$ cat config.mk
export PLATFORM = sky130hd
export DESIGN_NAME = async_frame_rx
export DESIGN_NICKNAME = d
export VERILOG_FILES = /design/src/rtl/async_frame_rx.sv
export SDC_FILE = /design/constraint.sdc
export NUM_CORES = 1
export LEC_CHECK = 0
export BUFFER_PORTS_ARGS = -buffer_cell sky130_fd_sc_hd__buf_2
export CAP_MARGIN = 20
export CORE_ASPECT_RATIO = 1.4
export CORE_MARGIN = 3
export CORE_UTILIZATION = 57
export CTS_CLUSTER_DIAMETER = 50
export DETAILED_ROUTE_END_ITERATION = 6
export PLACE_DENSITY_LB_ADDON = 0.2
export SKIP_CTS_REPAIR_TIMING = 1
export SYNTH_ARGS = -nofsm -noshare
export SYNTH_HDL_FRONTEND = slang
export SYNTH_SLANG_ARGS = --single-unit
$ cat constraint.sdc
create_clock -name clk -period 2.3 [get_ports clk]
set_clock_uncertainty 0.2 [all_clocks]
set_input_delay 0.115 -clock clk [delete_from_list [all_inputs] [get_ports clk]]
set_output_delay 0.115 -clock clk [all_outputs]
set_load 0.1 [all_outputs]
$ cat src/rtl/async_frame_rx.sv
module async_frame_rx #(
  parameter int OSR = 16
) (
  input  logic       clk,
  input  logic       rst_n,
  input  logic       rx_line,
  input  logic       os_tick,
  input  logic       rx_en,
  input  logic [1:0] cfg_width,
  input  logic       cfg_par_en,
  input  logic       cfg_par_odd,
  input  logic       rd_strobe,
  output logic [7:0] rd_data,
  output logic       rx_done,
  output logic       frame_err,
  output logic       parity_err,
  output logic       overrun
);
  localparam int CW = $clog2(OSR);
  localparam logic [CW-1:0] MID = CW'(OSR/2 + 1);

  typedef enum logic [2:0] {IDLE, START, DATA, PAR, STOP} st_t;
  st_t st;

  logic [1:0]    sync;
  logic [1:0]    hist;
  logic [CW-1:0] cnt;
  logic [2:0]    idx;
  logic [7:0]    shreg;
  logic          dpar, pbit;

  wire rxs  = sync[1];
  wire maj  = (hist[1] & hist[0]) | (hist[1] & rxs) | (hist[0] & rxs);
  wire at_mid = os_tick && (cnt == MID);
  wire last_bit = (idx == {1'b0, cfg_width} + 3'd4);
  wire done_now = at_mid && (st == STOP);
  wire [7:0] aligned = shreg >> (2'd3 - cfg_width);
  wire perr_now = cfg_par_en && ((dpar ^ pbit) != cfg_par_odd);

  always_ff @(posedge clk or negedge rst_n) begin
    if (!rst_n) sync <= 2'b11;
    else        sync <= {sync[0], rx_line};
  end

  always_ff @(posedge clk or negedge rst_n) begin
    if (!rst_n) begin
      st <= IDLE; cnt <= '0; hist <= 2'b11; idx <= '0;
      shreg <= '0; dpar <= 1'b0; pbit <= 1'b0;
    end else if (!rx_en) begin
      st <= IDLE;
    end else if (os_tick) begin
      if (st == IDLE) begin
        if (!rxs) begin
          st <= START; cnt <= CW'(1); hist <= 2'b00;
        end
      end else begin
        hist <= {hist[0], rxs};
        cnt  <= cnt + 1'b1;
        if (cnt == MID) begin
          unique case (st)
            START: if (maj) st <= IDLE;
                   else begin st <= DATA; idx <= '0; dpar <= 1'b0; end
            DATA: begin
              shreg <= {maj, shreg[7:1]};
              dpar  <= dpar ^ maj;
              idx   <= idx + 1'b1;
              if (last_bit) st <= cfg_par_en ? PAR : STOP;
            end
            PAR:  begin pbit <= maj; st <= STOP; end
            default: st <= IDLE;
          endcase
        end
      end
    end
  end

  always_ff @(posedge clk or negedge rst_n) begin
    if (!rst_n) begin
      rd_data <= '0; rx_done <= 1'b0; frame_err <= 1'b0;
      parity_err <= 1'b0; overrun <= 1'b0;
    end else begin
      if (rd_strobe) begin
        rx_done <= 1'b0;
        overrun <= 1'b0;
      end
      if (done_now) begin
        if (rx_done && !rd_strobe) begin
          overrun <= 1'b1;
        end else begin
          rd_data    <= aligned;
          frame_err  <= ~maj;
          parity_err <= perr_now;
          rx_done    <= 1'b1;
        end
      end
    end
  end
endmodule

==> results, run 1 <==
- The relative slew slack is 0.4800.
- In this run the vertical extent of the chip is 72.73 microns.
- The number of clock buffers inserted by TritonCTS is 5.
- The post-route worst setup slack is between 0.2 and 0.3 ns.
- The total area of multi-input combinational cells is roughly 850 sq um.
- The number of distinct library cell variants in the gate-level netlist after synthesis is 44.
- The post-synthesis area per instance is about 10 sq um.
- The wire length per cell after detailed routing is ~14 microns.
- The first global-routing pass estimated between 5000 and 6000 microns of wire.
- For the worst setup path, the data required time is around 2.3 ns.
- In the global route stage, met1 resource usage came out at 0.2366.
- The fraction of the mapped netlist area in compound gates is 0.09455.
- The average via count per standard cell is around 5.5.
- For met2 alone, demand over resource in global routing was 0.3410.
- For this design the top-level I/O count stands at 22.
- The clock tree root driver cell is sky130_fd_sc_hd__clkbuf_8.
- The maximum number of pins on one net before global-route repair is 37.
- The clock tree buffer depth is 2.
- Counting tap cells, the placed design contains a total of 230 instances.
- In this run, synthesis inferred 0 flip-flops with an integrated enable.
- For this run, the total global-route usage over all layers was measured as 0.2014.
- Setup repair after global routing left no endpoint under its margin.
- In the final timing run, aggregate negative setup slack is 0 ns.
- The max-slew violation count is 0.
- The count of standard-cell rows is 23.
- In this run the tool buffered the top-level ports with 21 buffer cells.
- The H-tree depth is 2.
- The last weighted congestion value of the routability-driven placer is slightly below 0.8.
- The main combinational cell family by area after synthesis is simple AND/OR/NAND/NOR gates.
- At the pin with the least slew margin, the transition time is between 0.7 and 0.8 ns.
- For this run, global-route usage on met3 was measured as 0.05112.
- The overall power of the completed layout is 1.506 mW.
- The total placed instance area is between 1500 and 2000 sq um.
- The starting utilization of the core area is 0.6117.
- The clock latency of the later-clocked register in the worst-skew pair is 0.29 ns.
- In the final layout, flip-flops and latches occupy between 900 and 1000 sq um.
- The count of final hold-check violations is 0.
- The worst setup path is launched from a flop.
- For this run, design rule violations remaining after detail routing come to 0.
- After legalization and detailed placement, the total HPWL measured 2360 microns.
- The final cell count without fillers is around 240.
- Leaving out fill and tap cells, the most frequent cell in the layout is sky130_fd_sc_hd__nand2_1.
- The TritonCTS clock tree is yes.
- Data arrives at the worst endpoint at 1.97 ns.
- Measured against the total synthesized area, the mux share comes to 0.1028.
- The end-of-flow core utilization is 0.7054.
- The run finished with clean final reports.
- The leakage power is 1.050 nW.
- The area of the die is a little under 4000 sq um.
- The clock net sink count is 36.
- The critical path is of the reg2reg type.
- Of the total synthesized cell area, the portion taken by full adders, half adders and majority gates is 0.02622.
- Across the VDD grid, the largest voltage drop is ~0.59 mV.
- The number of failing setup endpoints in the final timing report is 0.
- Counting flops and latches in the post-synthesis netlist gives 36.
- The tightest min-delay check is of the in2reg type.
- The highest net fanout along the worst path is 9.
- The final instance area is about 2100 sq um.
- From synthesis to final layout, the design area changed by 15.32%.
- The clock period minus worst slack is around 2.0 ns.
- The initial antenna violation count is 0.
- The worst slack on hold paths is between 0.003 and 0.004 ns.
- The width of the die is around 54 microns.
- The number of antenna diodes in the final layout is 0.
- The mapped cell area is ~1800 sq um.
- The tool flagged a number of max-cap violations equal to 0.
- Of the total synthesized cell area, the portion taken by AND, OR, NAND and NOR gates is 0.2167.
- The total area inside the core boundary comes to 2964 sq um.
- Summed over all layers, the global routing overflow is 0.
- The number of nets in the synthesized netlist is a little under 200.
- The fraction of synthesis flops using an asynchronous set or reset pin is 1.000.
- In the synthesized netlist, the number of instances is 180.
- The share of cells above drive strength 1 is 0.2271.
- The top cell types in the final layout, fill and taps aside, are sky130_fd_sc_hd__nand2_1, sky130_fd_sc_hd__dfrtp_1, sky130_fd_sc_hd__buf_2.
- Of the available clock period, the critical path in the final layout requires 0.8790.
- For this block, the initial DRC count from the detailed router was 18.
- The count of antenna-violating nets left after detailed routing is 0.
- In the synthesized netlist the dominant register cell turns out to be sky130_fd_sc_hd__dfrtp_1.
- After filler insertion, the fill cell instance count of the layout stands at roughly 220.
- The final net count is ~220.
- Detailed routing inserted a total of between 1000 and 1500 vias.
- Power spread over the standard cell area amounts to approximately 720 nW/um^2.
- The post-synthesis xor/xnor area fraction is 0.02899.
- The number of global-route vias before repair is 1330.
- After clock tree synthesis, the clock-pin slew on the worst setup and hold paths is approximately 0.07 ns.
- The sequential cell area fraction in the yosys report is 0.4997.
- In this run the most used layer during global routing was met2.
- At the placement stage, the worst setup path has a slack of between 0.2 and 0.3 ns.
- The final routed wirelength across all metal layers is between 3000 and 4000 microns.
- Based on the critical path, the design can be clocked at up to just under 500 MHz.
- The number of synthesis warnings is 0.
- The first detailed-routing pass took 4 iterations.
- The endpoint kind of the worst setup timing path is a flop.
==> metal layers <==
metal	vias to the layer above	part of all wire	routed length, microns
li1	670	-	-
met1	638	0.43	1423
met2	26	0.52	1719
met3	5	0.034	112
met4	0	0.017	55
met5	-	0	0
==> final cells by class <==
| cell class | count | area share |
|---|---|---|
| Clock inverter | 2 | 0.01676 |
| Timing Repair Buffer | 27 | 0.07899 |
| Sequential cell | 36 | 0.4333 |
| Tap cell | 37 | 0.02214 |
| Multi-Input combinational cell | 132 | 0.4069 |
| Clock buffer | 6 | 0.03471 |
| Inverter | 4 | 0.007181 |
==> flip-flops by register name, summed over array words and instances, names as in the netlist <==
register,count
cnt,4
dpar,1
frame_err,1
hist,2
idx,3
overrun,1
parity_err,1
pbit,1
rd_data,8
rx_done,1
shreg,8
st,3
sync,2
==> power by group <==
part           internal, mW  switching [mW]
sequential            0.692          0.0549
combinational        0.0924           0.124
clock                 0.321           0.222
==> path summary, 6_finish.rpt <==
path                               startpoint                      to  slack [ns]  cells after the start
min reg2reg                 sync[0]$_DFF_PN1_       sync[1]$_DFF_PN1_        0.16                      0
max reg2reg                cnt[1]$_DFFE_PN0P_      idx[1]$_DFFE_PN0P_        0.28                      6
max in group asynchronous               rst_n      cnt[1]$_DFFE_PN0P_        1.17                      2
min in group asynchronous               rst_n    shreg[6]$_DFFE_PN0P_        0.24                      2
max                        cnt[1]$_DFFE_PN0P_      idx[1]$_DFFE_PN0P_        0.28                      6
min                              cfg_width[1]  rd_data[6]$_DFFE_PN0P_       0.003                      3
==> worst max-delay path, stage by stage (launching register included) <==
cell	delay (ns)
sky130_fd_sc_hd__dfrtp_1	0.41
sky130_fd_sc_hd__inv_1	0.08
sky130_fd_sc_hd__ha_1	0.13
sky130_fd_sc_hd__and3b_1	0.35
sky130_fd_sc_hd__nand3_1	0.17
sky130_fd_sc_hd__nor4_2	0.39
sky130_fd_sc_hd__o21ai_0	0.16
==> cells in the mapped netlist, types with 3 or more instances <==
cell type | instances | area, sq um
sky130_fd_sc_hd__a21o_1 | 3 | 22.52
sky130_fd_sc_hd__a21oi_1 | 4 | 20.02
sky130_fd_sc_hd__buf_2 | 5 | 25.02
sky130_fd_sc_hd__dfrtp_1 | 32 | 800.8
sky130_fd_sc_hd__dfstp_2 | 4 | 105.1
sky130_fd_sc_hd__ha_1 | 3 | 37.54
sky130_fd_sc_hd__inv_1 | 4 | 15.01
sky130_fd_sc_hd__mux2_2 | 7 | 78.83
sky130_fd_sc_hd__mux2i_1 | 7 | 70.07
sky130_fd_sc_hd__nand2_1 | 47 | 176.4
sky130_fd_sc_hd__nand2b_1 | 3 | 18.77
sky130_fd_sc_hd__nand3_1 | 4 | 20.02
sky130_fd_sc_hd__nor2_1 | 9 | 33.78
sky130_fd_sc_hd__o21ai_0 | 9 | 45.04
sky130_fd_sc_hd__o21ai_1 | 4 | 20.02
sky130_fd_sc_hd__xnor2_1 | 3 | 26.28
sky130_fd_sc_hd__xor2_1 | 3 | 26.28
==> kinds of logic after synthesis <==
logic type	count (synthesis)
buffers and inverters	12
xor gates and xnor gates	6
adders and majority gates	4
AOI/OAI and AO/OA	28
DFF	36
and+or+nand+nor	78
muxes	16
Note: power is estimated with default switching activity, not from simulation.
==> run 2: changes to the inputs <==
--- a/config.mk
+++ b/config.mk
@@ -12,6 +12,7 @@
 export CORE_UTILIZATION = 57
 export CTS_CLUSTER_DIAMETER = 50
 export DETAILED_ROUTE_END_ITERATION = 6
+export MAX_ROUTING_LAYER = met4
 export PLACE_DENSITY_LB_ADDON = 0.2
 export SKIP_CTS_REPAIR_TIMING = 1
 export SYNTH_ARGS = -nofsm -noshare
==> run 2 against run 1 <==
Effect of this change: die area did not move; critical path depth unchanged; cell area unchanged; setup slack better by 0.0046 ns; sequential power about the same; global-route usage increased by 0.57 points; non-clock buffer count did not move; fmax rose by 0.23%; cell count is the same; power hardly changed.
==> results, run 2 (synthesized netlist as in run 1, its figures left out) <==
- The flow ran to the end, and the final reports show no timing, DRC or antenna violations.
- The fraction of the cycle the final worst path needs is 0.8770 (-0.001981).
- The clock tree buffer depth was 2 (unchanged).
- The critical path goes through inv_1 -> ha_1 -> and3b_1 -> nand3_1 -> nor3b_1 -> mux2_2.
- The clock-pin slew of the registers on the worst-case setup and hold paths is 0.07 ns (about the same).
- The total congestion overflow is 0 (unchanged).
- The max-slew violation count is 0 (unchanged).
- The required time of the critical path is 2.27 ns (+0.02 ns).
- The terminating pin of the worst hold path is rd_data[6]$_DFFE_PN0P_.
- The share of cells above drive strength 1 is 0.2271 (unchanged).
- The final routed wirelength across all metal layers is 3307 microns (about the same).
- The summed negative setup slack over all endpoints is 0 ns (unchanged).
- The data arrival time at the worst-slack endpoint is 1.99 ns (+0.02 ns).
- The count of TritonRoute iterations in the first routing pass is 4 (unchanged).
- Setup repair after global routing left no endpoint under its margin.
- The depth of the worst register-to-register path is 6 (unchanged).
- The width of the die is 53.67 microns (unchanged).
- The clock period minus worst slack is 2.017 ns (-0.004556 ns).
- The highest net fanout along the worst path is 9 (unchanged).
- The final cell count without fillers is 244 (unchanged).
- The vertical die dimension is 72.73 microns (unchanged).
- The I/O pin count is 22 (unchanged).
- The diode insertion count for antenna repair is 0 (unchanged).
- The launch instance of the worst min-delay path is cfg_width[1].
- The clock tree root driver cell is sky130_fd_sc_hd__clkbuf_8.
- The last weighted congestion value of the routability-driven placer was 0.8030 (+1.4%).
- The achievable clock frequency is 495.8 MHz (+0.23%).
- The slack of the worst reg-to-reg path was 0.28 ns (about the same).
- The overall power of the completed layout is 1.506 mW (about the same).
- The ratio of total power to cell area came to 720.4 nW/um^2 (about the same).
- The clock latency of the later-clocked register in the worst-skew pair is 0.29 ns (about the same).
- The kind of launch point of the worst setup path is a flop.
- The relative slew slack is 0.4816 (+0.001627).
- The area of the die is 3903 sq um (unchanged).
- The worst hold-check path type is in2reg.
- The highest cell delay on the worst timing path is 0.41 ns (about the same).
- The max-cap check violation count is 0 (unchanged).
- The number of cells on the worst hold path was 3 (unchanged).
- The largest registers in the layout are rd_data x8, shreg x8, cnt x4.
- The wire length per cell after detailed routing is 13.55 microns (about the same).
- The leakage power is 1.050 nW (unchanged).
- The end-of-flow core utilization came to 0.7054 (unchanged).
- TritonCTS built the clock tree.
- The count of final hold-check violations is 0 (unchanged).
- The maximum vdd ir drop is 0.5936 mV (about the same).
- The endpoint kind of the worst setup timing path is a flop.
- The count of antenna-violating nets left after detailed routing is 0 (unchanged).
- The number of cells after detailed placement is 230 (unchanged).
- The via count is 1336 (-0.22%).
- The starting utilization of the core area was 0.6117 (unchanged).
- The HPWL reported at the end of detailed placement was 2360 microns (unchanged).
- The number of port buffers was 21 (unchanged).
- The initial antenna violation count is 0 (unchanged).
- The area of the core is 2964 sq um (unchanged).
- The wire length of the first global-routing pass is 5782 microns (+0.12%).
- The top cell types in the final layout, fill and taps aside, are sky130_fd_sc_hd__nand2_1, sky130_fd_sc_hd__dfrtp_1, sky130_fd_sc_hd__buf_2.
- The measured slew at the worst slew-check pin was 0.7776 ns (-0.002441 ns).
- In this run the critical register-to-register path is captured at pbit$_DFFE_PN0P_.
- Among all stages on the critical path, the largest delay is contributed by sky130_fd_sc_hd__dfrtp_1.
- The DRC marker count from the first detailed-route iteration is 23 (+5).
- The aggregate global-route resource usage was 0.2071 (+0.005713).
- The post-route worst setup slack came to 0.2830 ns (+0.004556 ns).
- The average via count per standard cell is 5.475 (-0.22%).
- The worst register-to-register path begins at cnt[1]$_DFFE_PN0P_.
- The signed area change from the synthesized netlist to the final layout is 15.32% (unchanged).
- The count of standard-cell rows is 23 (unchanged).
- The total DRC errors in the routed layout is 0 (unchanged).
- The number of clock buffers inserted by TritonCTS is 5 (unchanged).
- The number of global-route vias before repair is 1330 (unchanged).
- The maximum number of pins on one net before global-route repair came to 37 (unchanged).
- The H-tree depth is 2 (unchanged).
- The most common cell after layout, fill and taps aside is sky130_fd_sc_hd__nand2_1.
- The clock net sink count is 36 (unchanged).
- The setup path with the least slack is of type reg2reg.
- The number of failing setup endpoints in the final timing report was 0 (unchanged).
- The worst setup timing slack at the placement stage is 0.2818 ns (unchanged).
- The final net count is 219 (unchanged).
run 2: cell counts in the layout (fill, tap and decap cells not counted):
No cell type changed its count.
run 2: how the worst max path moves through the flow:
| stage | cells past startpoint | from | end |
|---|---|---|---|
| 5_1_grt | 6 | cnt[1]$_DFFE_PN0P_ | pbit$_DFFE_PN0P_ |
| 2_1_floorplan | 3 | rx_done$_DFF_PN0_ | rd_data[0]$_DFFE_PN0P_ |
| 3_5_place_dp | 6 | cnt[1]$_DFFE_PN0P_ | idx[1]$_DFFE_PN0P_ |
| 6_report | 6 | cnt[1]$_DFFE_PN0P_ | pbit$_DFFE_PN0P_ |
| 3_3_place_gp | 6 | cnt[1]$_DFFE_PN0P_ | pbit$_DFFE_PN0P_ |
| 4_1_cts | 6 | cnt[1]$_DFFE_PN0P_ | idx[1]$_DFFE_PN0P_ |
run 2: final cells by class:
class / count / area, sq um
clock buffers: 6 / 72.57
clock inverters: 2 / 35.03
fillers: 221 / 873.3
inverters: 4 / 15.01
multi-input cells: 132 / 850.8
flip-flops and latches: 36 / 905.9
well taps: 37 / 46.29
repair buffers: 27 / 165.2
run 2: metal layers:
| layer | share of wire | global-route usage | vias up |
|---|---|---|---|
| met5 | 0 | - | - |
| met3 | 0.034 | 0.05112 | 5 |
| met1 | 0.43 | 0.2366 | 636 |
| met4 | 0.017 | 0.07955 | 0 |
| li1 | - | - | 669 |
| met2 | 0.52 | 0.3410 | 26 |
run 2: metrics by stage:
stage                     hold WS, ns  instance area, sq um
final                        0.003115                  2091
after global routing         0.009746                  2091
after CTS                     -0.2907                  2031
after detailed placement      0.02774                  1923
after global placement        0.02317                  1923
after floorplan               -0.3806                  1813
run 2: power by group:
group	internal (mW)	switching (mW)
clock network	0.322	0.222
registers	0.692	0.0549
logic	0.0924	0.124
run 2: critical path, delay by kind of cell (launching register included):
family,cells,cell delay [ns]
AND/OR/NAND/NOR,3,0.74
flip-flops,1,0.41
multiplexers,1,0.35
adder cells (fa/ha/maj),1,0.13
buffers and inverters,1,0.08
